===== src/rtl/rxr_pkg.sv =====
package rxr_pkg;

  typedef enum logic [2:0] {
    ST_IDLE,
    ST_HDR,
    ST_DATA,
    ST_PAD,
    ST_DISC
  } rxr_state_e;

  // bytes free in the ring, page granular
  function automatic logic [23:0] ring_free(logic [15:0] cur, logic [15:0] bnd,
                                            logic [15:0] sp, logic [15:0] ep);
    logic [15:0] pg;
    if (cur < bnd) pg = bnd - cur;
    else           pg = (ep - sp) - (cur - bnd);
    return {pg, 8'h00};
  endfunction

  // length recorded in the header: padded size plus header
  function automatic logic [15:0] stored_len(logic [15:0] len, logic [15:0] min_len);
    logic [15:0] body;
    body = (len < min_len) ? min_len : len;
    return body + 16'd4;
  endfunction

  // page following this frame, folded back into the ring
  function automatic logic [15:0] next_page(logic [15:0] cur, logic [15:0] slen,
                                            logic [15:0] sp, logic [15:0] ep);
    logic [15:0] n;
    n = cur + ((slen + 16'd259) >> 8);
    if (n >= ep) n = n - (ep - sp);
    return n;
  endfunction

endpackage


===== src/rtl/rxr_space_chk.sv =====
module rxr_space_chk #(
  parameter int PAGE_W = 8,
  parameter int LIMIT  = 1518
) (
  input  logic [PAGE_W-1:0] cur_pg,
  input  logic [PAGE_W-1:0] bnd_pg,
  input  logic [PAGE_W-1:0] start_pg,
  input  logic [PAGE_W-1:0] stop_pg,
  output logic              full
);
  import rxr_pkg::*;

  always_comb begin
    full = ring_free(16'(cur_pg), 16'(bnd_pg), 16'(start_pg), 16'(stop_pg)) < 24'(LIMIT);
  end
endmodule


===== src/rtl/rxr_addr_gen.sv =====
module rxr_addr_gen #(
  parameter int PAGE_W = 8
) (
  input  logic                clk,
  input  logic                rst_n,
  input  logic                load,
  input  logic [PAGE_W-1:0]   load_pg,
  input  logic                step,
  input  logic [PAGE_W-1:0]   start_pg,
  input  logic [PAGE_W-1:0]   stop_pg,
  output logic [PAGE_W+7:0]   addr
);
  logic [PAGE_W+7:0] addr_inc;
  logic              at_wrap;

  always_comb begin
    addr_inc = addr + 1'b1;
    at_wrap  = (addr_inc == {stop_pg, 8'h00});
  end

  always_ff @(posedge clk or negedge rst_n) begin
    if (!rst_n)       addr <= '0;
    else if (load)    addr <= {load_pg, 8'h00};
    else if (step)    addr <= at_wrap ? {start_pg, 8'h00} : addr_inc;
  end
endmodule


===== src/rtl/rxr_top.sv =====
module rxr_top #(
  parameter int PAGE_W    = 8,
  parameter int LEN_W     = 11,
  parameter int MIN_FRAME = 60,
  parameter int MAX_FRAME = 1514
) (
  input  logic              clk,
  input  logic              rst_n,
  input  logic [PAGE_W-1:0] cfg_start_pg,
  input  logic [PAGE_W-1:0] cfg_stop_pg,
  input  logic              cfg_halt,
  input  logic [PAGE_W-1:0] host_bnd_pg,
  input  logic              cur_wr,
  input  logic [PAGE_W-1:0] cur_wdata,
  output logic [PAGE_W-1:0] cur_page,
  input  logic              irq_clr,
  output logic              rx_irq,
  input  logic              frm_valid,
  input  logic [LEN_W-1:0]  frm_len,
  input  logic              frm_group,
  output logic              frm_ready,
  input  logic              s_valid,
  input  logic [7:0]        s_data,
  output logic              s_ready,
  output logic              ram_we,
  output logic [PAGE_W+7:0] ram_addr,
  output logic [7:0]        ram_wdata,
  output logic              busy,
  output logic              drop
);
  import rxr_pkg::*;

  localparam int FULL_LIMIT = MAX_FRAME + 4;
  localparam logic [LEN_W-1:0] PAD_LAST = LEN_W'(MIN_FRAME - 1);
  localparam logic [1:0] HDR_LAST = 2'd3;

  rxr_state_e        state;
  logic [LEN_W-1:0]  cnt;
  logic [LEN_W-1:0]  len_q;
  logic [1:0]        hdr_idx;
  logic [15:0]       slen_q;
  logic [PAGE_W-1:0] nxt_q;
  logic              grp_q;
  logic [PAGE_W-1:0] cur_q;
  logic              irq_q;
  logic              drop_q;

  // named internal events
  logic ring_full;
  logic frame_take;
  logic accept_ok;
  logic refuse_full;
  logic data_beat;
  logic last_rx;
  logic pad_last;
  logic frame_done;
  logic wr_step;
  logic [7:0] hdr_byte;

  rxr_space_chk #(.PAGE_W(PAGE_W), .LIMIT(FULL_LIMIT)) u_space (
    .cur_pg   (cur_q),
    .bnd_pg   (host_bnd_pg),
    .start_pg (cfg_start_pg),
    .stop_pg  (cfg_stop_pg),
    .full     (ring_full)
  );

  always_comb begin
    frame_take  = frm_valid && (state == ST_IDLE);
    accept_ok   = !cfg_halt && !ring_full;
    refuse_full = !cfg_halt && ring_full;
    data_beat   = (state == ST_DATA) && s_valid;
    last_rx     = data_beat && (cnt == len_q - LEN_W'(1));
    pad_last    = (state == ST_PAD) && (cnt == PAD_LAST);
    frame_done  = (last_rx && (len_q >= LEN_W'(MIN_FRAME))) || pad_last;
    wr_step     = (state == ST_HDR) || data_beat || (state == ST_PAD);
    case (hdr_idx)
      2'd0:    hdr_byte = {2'b00, grp_q, 4'b0000, 1'b1};
      2'd1:    hdr_byte = 8'(nxt_q);
      2'd2:    hdr_byte = slen_q[7:0];
      default: hdr_byte = slen_q[15:8];
    endcase
  end

  rxr_addr_gen #(.PAGE_W(PAGE_W)) u_addr (
    .clk      (clk),
    .rst_n    (rst_n),
    .load     (frame_take && accept_ok),
    .load_pg  (cur_q),
    .step     (wr_step),
    .start_pg (cfg_start_pg),
    .stop_pg  (cfg_stop_pg),
    .addr     (ram_addr)
  );

  always_ff @(posedge clk or negedge rst_n) begin
    if (!rst_n) begin
      state   <= ST_IDLE;
      cnt     <= '0;
      len_q   <= '0;
      hdr_idx <= '0;
      slen_q  <= '0;
      nxt_q   <= '0;
      grp_q   <= 1'b0;
      cur_q   <= '0;
      irq_q   <= 1'b0;
      drop_q  <= 1'b0;
    end else begin
      drop_q <= frame_take && refuse_full;
      case (state)
        ST_IDLE: if (frame_take) begin
          len_q   <= frm_len;
          grp_q   <= frm_group;
          slen_q  <= stored_len(16'(frm_len), 16'(MIN_FRAME));
          nxt_q   <= PAGE_W'(next_page(16'(cur_q),
                                       stored_len(16'(frm_len), 16'(MIN_FRAME)),
                                       16'(cfg_start_pg), 16'(cfg_stop_pg)));
          cnt     <= '0;
          hdr_idx <= '0;
          if (accept_ok)            state <= ST_HDR;
          else if (frm_len != '0)   state <= ST_DISC;
        end
        ST_HDR: begin
          hdr_idx <= hdr_idx + 2'd1;
          if (hdr_idx == HDR_LAST) state <= (len_q == '0) ? ST_PAD : ST_DATA;
        end
        ST_DATA: if (s_valid) begin
          cnt <= cnt + LEN_W'(1);
          if (last_rx) state <= (len_q < LEN_W'(MIN_FRAME)) ? ST_PAD : ST_IDLE;
        end
        ST_PAD: begin
          cnt <= cnt + LEN_W'(1);
          if (pad_last) state <= ST_IDLE;
        end
        ST_DISC: if (s_valid) begin
          cnt <= cnt + LEN_W'(1);
          if (cnt == len_q - LEN_W'(1)) state <= ST_IDLE;
        end
        default: state <= ST_IDLE;
      endcase
      if (frame_done)
        cur_q <= nxt_q;
      else if (cur_wr && (state == ST_IDLE) && !frm_valid)
        cur_q <= cur_wdata;
      if (frame_done)   irq_q <= 1'b1;
      else if (irq_clr) irq_q <= 1'b0;
    end
  end

  always_comb begin
    frm_ready = (state == ST_IDLE);
    s_ready   = (state == ST_DATA) || (state == ST_DISC);
    busy      = (state != ST_IDLE);
    ram_we    = wr_step;
    ram_wdata = (state == ST_HDR)  ? hdr_byte :
                (state == ST_DATA) ? s_data   : 8'h00;
    cur_page  = cur_q;
    rx_irq    = irq_q;
    drop      = drop_q;
  end
endmodule


===== config.mk =====
export PLATFORM = sky130hd
export DESIGN_NAME = rxr_top
export DESIGN_NICKNAME = d
export VERILOG_FILES = /design/src/rtl/rxr_pkg.sv /design/src/rtl/rxr_space_chk.sv /design/src/rtl/rxr_addr_gen.sv /design/src/rtl/rxr_top.sv
export SDC_FILE = /design/constraint.sdc
export NUM_CORES = 1
export LEC_CHECK = 0
export CAP_MARGIN = 0
export CORE_MARGIN = 5
export CORE_UTILIZATION = 30
export CTS_BUF_LIST = sky130_fd_sc_hd__clkbuf_4
export CTS_CLUSTER_SIZE = 12
export DETAILED_ROUTE_END_ITERATION = 8
export DONT_BUFFER_PORTS = 1
export PLACE_DENSITY_LB_ADDON = 0.2
export SYNTH_ARGS = -nofsm -noshare
export SYNTH_HDL_FRONTEND = slang
export SYNTH_HIERARCHICAL = 1
export SYNTH_SLANG_ARGS = --single-unit

===== constraint.sdc =====
create_clock -name clk -period 5.5 [get_ports clk]
set_input_delay 0.825 -clock clk [delete_from_list [all_inputs] [get_ports clk]]
set_output_delay 0.825 -clock clk [all_outputs]
set_load 0.02 [all_outputs]

## Word-level counts from Yosys, hierarchy flattened

Cells that the tools add are included.

| storage, ports and cells | value |
|---|---|
| flip-flop bits (word level) | 78 |
| input port bits | 59 |
| output and inout port bits | 38 |
| word-level logic and storage cells | 111 |

| operators by class | value |
|---|---|
| add/sub/neg operators | 12 |
| $lt $le $gt $ge | 6 |
| eq/ne operators | 19 |
| mux-type cells | 30 |
| reduce and logical (&&, ||, !) cells | 33 |

Operators with widths:

| cell | count |
|---|---|
| $mux 16 | 4 |
| $mux 8 | 5 |
| $mux 11 | 3 |
| $pmux 11 s3 | 1 |
| $mux 3 | 9 |
| $sub 8x8->9 | 3 |
| $lt 24x11->1 const B | 1 |
| $pmux 8 s3 | 1 |
| $lt 11x6->1 const B | 2 |
| $add 16x1->16 const B | 1 |
| $eq 16x16->1 | 1 |
| $pmux 3 s5 | 1 |
| $add 12x9->13 const B | 1 |
| $add 11x3->12 const B | 1 |
| $add 11x1->11 const B | 1 |
| $eq 11x11->1 | 1 |
| $eq 11x6->1 const B | 1 |
| $ge 11x6->1 const B | 1 |
| $logic_and 1x1->1 | 11 |
| $logic_not 11->1 | 1 |
| $reduce_bool 11->1 | 1 |
| $sub 11x1->11 const B | 1 |
| $ne 2x2->1 const B | 5 |
| $sub 9x9->10 | 1 |
| 25 further kinds | 42 |

## Longest topological paths before layout

| logic depth | value |
|---|---|
| depth after elaboration | 9 |
| gate-level depth with buffers | 27 |
| mapped depth without buffers | 27 |

## Modules after synthesis

Netlist, hierarchy kept.

Modules (own cells, without submodules):

| module | instances | cells an instance | area an instance (µm²) | seq. area each (µm²) |
|---|---|---|---|---|
| rxr_top | 1 | 571 | 4693.3 | 1451.4 |
| rxr_space_chk | 1 | 196 | 1417.6 | 0.0 |
| rxr_addr_gen | 1 | 154 | 1311.3 | 400.4 |

## Worst setup path before layout

OpenSTA, ideal clock, no wires.

| timing path | value |
|---|---|
| path kind | input to register |
| from | input port frm_len[7] |
| to | register nxt_q[7] |
| setup time | 77 ps |
| arrival | 5609 ps |
| data required time | 5423 ps |
| path slack | -185 ps |
| stages on the path | 26 |
| path buffers | 0 |
| cell sequence | or4_1 > nor2_1 > or2_1 > ha_1 > nand3_1 > nor2_1 > xor2_1 > a31oi_1 > xor2_1 > ha_1 > a21o_1 > a21oi_1 > o21bai_1 > a21oi_1 > xnor2_1 > inv_1 > fa_1 > inv_1 > ha_1 > nor3_1 > nor2_1 > o41ai_1 > xnor2_1 > o21ai_0 > xor2_1 > o21ai_1 |

| between the ends | value |
|---|---|
| word-level cells in the longest chain between the ends | 7 |
| elaborated cells on any way between the ends | 8 |
| those cells by class | add/sub (4); order compare (2); mux (2) |

RTL lines:

| item | line | RTL |
|---|---|---|
| start, declared | rxr_top.sv:19 | `input logic [LEN_W-1:0] frm_len,` |
| $lt 11x6->1 | rxr_pkg.sv:23 | `body = (len < min_len) ? min_len : len;` |
| $mux 11 * | rxr_pkg.sv:23 |  |
| $add 11x3->12 * | rxr_pkg.sv:24 | `return body + 16'd4;` |
| $add 12x9->13 * | rxr_pkg.sv:31 | `n = cur + ((slen + 16'd259) >> 8);` |
| $add 8x5->9 * | rxr_pkg.sv:31 |  |
| $sub 8x8->8 or $ge 9x8->1 (tied branches) | rxr_pkg.sv:32 | `if (n >= ep) n = n - (ep - sp);` |
| $mux 8 * | rxr_pkg.sv:32 |  |
| end signal, assigned | rxr_top.sv:115 | `nxt_q <= PAGE_W'(next_page(16'(cur_q),` |
| end, declared | rxr_top.sv:42 | `logic [PAGE_W-1:0] nxt_q;` |

Mark *: on every way between the ends. The rest lies on a longest branch, timed or not.
A chain may end at the register's enable or synchronous reset.

## Final worst setup path

Ends and elaborated chain as after synthesis.

==> results.txt <==
status: finished clean
Core Box Area: 24300 µm²
critical path, cell by cell: or4_4 -> nor2_4 -> or2_2 -> ha_4 -> nand3b_1 -> a211oi_2 -> nand2_1 -> xnor2_1 -> ha_1 -> fa_1 -> a21o_1 -> a21oi_1 -> xnor2_1 -> inv_1 -> fa_1 -> inv_1 -> ha_1 -> nand3_1 -> o211ai_1 -> o41ai_2 -> xnor2_1 -> o21ai_0 -> xor2_1 -> o21ai_1
DRC: 0
leakage: 3.69 nW
fmax: 194 MHz
H-Tree Level Count: 3
non-filler cells in the finished layout: 1271
remaining antenna violation count: 0
largest net degree at the start of global routing: 50
DP HPWL: 18100 µm
critical path peak fanout: 5
fraction of registers with async set/reset: 100%
R2R Path End: state[0]
CTS Sinks: 74
Worst-Margin Slew: 0.902 ns
I/O Buffers: 0
Root Driver: clkbuf_4
via count: 6603
number of cells on the worst reg-to-reg path: 19
total grt overflow: 0
Worst EP required: 5.82 ns
worst reg2reg path startpoint: cur_page[1]
Post-synth EDFFs: 0
vias in the first global route: 6452
Max Cap Violations: 0
Syn Inst Count: 921
P&R area growth vs syn: 11.2%
row count: 57
Die H: 167 µm
Slew HR: 39.8%
CP startpoint: frm_len[7]
antenna violations before repair: 1
DRT iter0 DRCs: 351
final setup vio count: 0
Main synth FF type: dfrtp_1
final hold vios: 0
Synth Area per Inst: 8.06 µm²
setup TNS: 0 ns
Yosys cell types: 87
crit-path most repeated cell: xnor2_1
CTS tree: done
routability cong.: 0.839
Setup Buffers After CTS: 0
first-pass GRT wire length: 37100 µm
Post-Route WL: 23600 µm
Stages on worst setup path: 24
Final Util: 33.9%
clock latency on the worst-skew pair: 0.47 ns
RSZ-0062 raised after global routing: false
critical path class: in2reg
Post-Syn Nets: 1054
critical path arrival: 5.48 ns
Seq/Total Area, Yosys: 24.9%
GRT Util Overall: 16.7%
Slew Viols, Final: 0
Post-Syn Area: 7420 µm²
first drt pass iteration count: 6
DIE WIDTH: 167 µm
Syn. warnings: 6
Ports: 97
cts bufs inserted: 9
Worst path top cell family by delay: adder cells
Max clock buf depth: 2
Hold/Removal Path Class: in2async
Vias/cell: 5.20
maximum vdd drop: 0.148 mV
routed len/inst: 18.6 µm
crit path buf inv count: 2
CP endpoint: nxt_q[7]
period utilization: 93.9%
nets@finish: 1074
R2R Setup Slk: 0.77 ns
Worst path max stage delay: 0.54 ns
startpoint types: input port
number of synthesized register bits: 74
Die ar.: 28000 µm²
layout cell share with drive strength beyond 1: 11.1%
PD cells: 318 nW/µm²
Slowest cell on crit path: or4_4
Starting Density: 30.5%
Clock Skews: 0.0354 ns
crit path time final: 5.16 ns
post-route cell area: 8250 µm²
Placed Area: 7970 µm²
Worst Setup End Kind: register
placed cell count: 1249
Clock transition at path regs: 0.13 ns
==> routing by layer <==
layer / vias up / share of wire [%] / routed length, µm / global-route usage, %
met5: - / 0 / 0 / 0
met4: 0 / 1.9 / 452 / 4.62
met3: 20 / 5.3 / 1250 / 3.91
met2: 134 / 46 / 10900 / 26.8
met1: 3165 / 47 / 11000 / 22.4
li1: 3284 / - / - / -
==> Yosys cell counts (8+ instances only) <==
cell,instances,area (µm²)
a21o_1,11,82.6
a21oi_1,57,285
a222oi_1,9,90.1
a22oi_1,8,60.1
and3_1,10,62.6
clkbuf_1,24,90.1
dfrtp_1,74,1850
fa_1,12,240
ha_1,62,776
inv_1,79,297
mux2i_1,11,110
nand2_1,120,450
nand2b_1,13,81.3
nand3_1,23,115
nand4_1,12,75.1
nor2_1,64,240
nor2b_1,11,68.8
nor3_1,16,80.1
nor3b_1,14,105
o21ai_0,38,190
o21ai_1,30,150
o31ai_1,16,120
xnor2_1,40,350
xor2_1,34,298
==> power breakdown <==
part | total [mW] | internal [mW] | switching, mW
sequential | 1.06 | 0.714 | 0.342
clock | 0.398 | 0.147 | 0.251
combinational | 1.17 | 0.566 | 0.604
==> how the worst min path moves through the flow <==
stage                 to  slack [ns]  cells past startpoint
2_1_floorplan      grp_q        0.45                      2
3_3_place_gp   slen_q[8]        0.47                      2
3_5_place_dp   slen_q[8]        0.47                      2
4_1_cts        slen_q[9]     0.00005                      0
5_1_grt         nxt_q[7]        0.02                      0
6_report       slen_q[8]        0.06                      0
==> logic make-up (layout without fill, tap and decap cells) <==
| group | count (synthesis) | after routing | synth area share [%] |
|---|---|---|---|
| flops | 74 | 74 | 24.9 |
| fa+ha+maj | 74 | 74 | 13.7 |
| buf+inv | 121 | 146 | 7.13 |
| other cells | 1 | 2 | 0.0505 |
| xor+xnor | 76 | 76 | 9.34 |
| compound gates | 227 | 227 | 19.9 |
| simple gates | 334 | 334 | 23.0 |
| mux | 14 | 14 | 1.99 |
==> worst register-to-register path: stages, from the launching register on <==
cell and delay [ns]:
dfrtp_1 0.52, inv_1 0.13, ha_1 0.32, nor2b_1 0.15, o31ai_1 0.36, a21oi_1 0.18
or2_2 0.34, ha_1 0.36, and3_1 0.19, a221oi_1 0.30, xnor2_1 0.12, a2111oi_0 0.32
o211ai_1 0.15, mux2i_1 0.17, buf_4 0.17, nor2_1 0.07, nor4_1 0.32, a31o_2 0.22
o21ai_0 0.11, and2_1 0.17
==> cell usage in the layout (no fill, tap or decap), types with 13 or more instances in the layout <==
cell	n
nand2b_1	13
dfrtp_1	74
a21oi_1	56
nand2_1	120
buf_4	44
xor2_1	34
o21ai_0	38
nand3_1	22
nor2_1	61
o21ai_1	30
ha_1	61
o31ai_1	16
nor3b_1	14
xnor2_1	38
inv_1	79
nor3_1	14
==> state kept, by name, indices dropped and copies added, names as in the netlist <==
register     cells
nxt_q            8
rx_irq           1
drop             1
slen_q          12
hdr_idx          2
state            3
u_addr/addr     16
cnt             11
cur_page         8
grp_q            1
len_q           11
==> layout make-up <==
class	instances	area (µm²)
diodes	1	2.50
repair buffers	49	398
clock buffers	9	67.6
flip-flops and latches	74	1850
clock inverters	7	83.8
well taps	324	405
multi-input cells	726	5140
inverters	81	304
fillers	2543	16100
==> stage by stage <==
stage          setup WS (ns)  hold slack (ns)  power [mW]
2_1_floorplan         0.0114            0.446        1.93
3_3_place_gp         -0.0778            0.465        2.21
3_5_place_dp          -0.128            0.470        2.22
4_1_cts                0.343        0.0000495        2.65
5_1_grt               0.0251           0.0173        2.86
6_report               0.336           0.0630        2.62
==> timing repair <==
action,CTS,global route
gates resized for setup,0,10
setup endpoints to repair,0,2
hold buffers,4,1
endpoints found under the hold margin,45,4
Power figures use the tool's default switching activity.
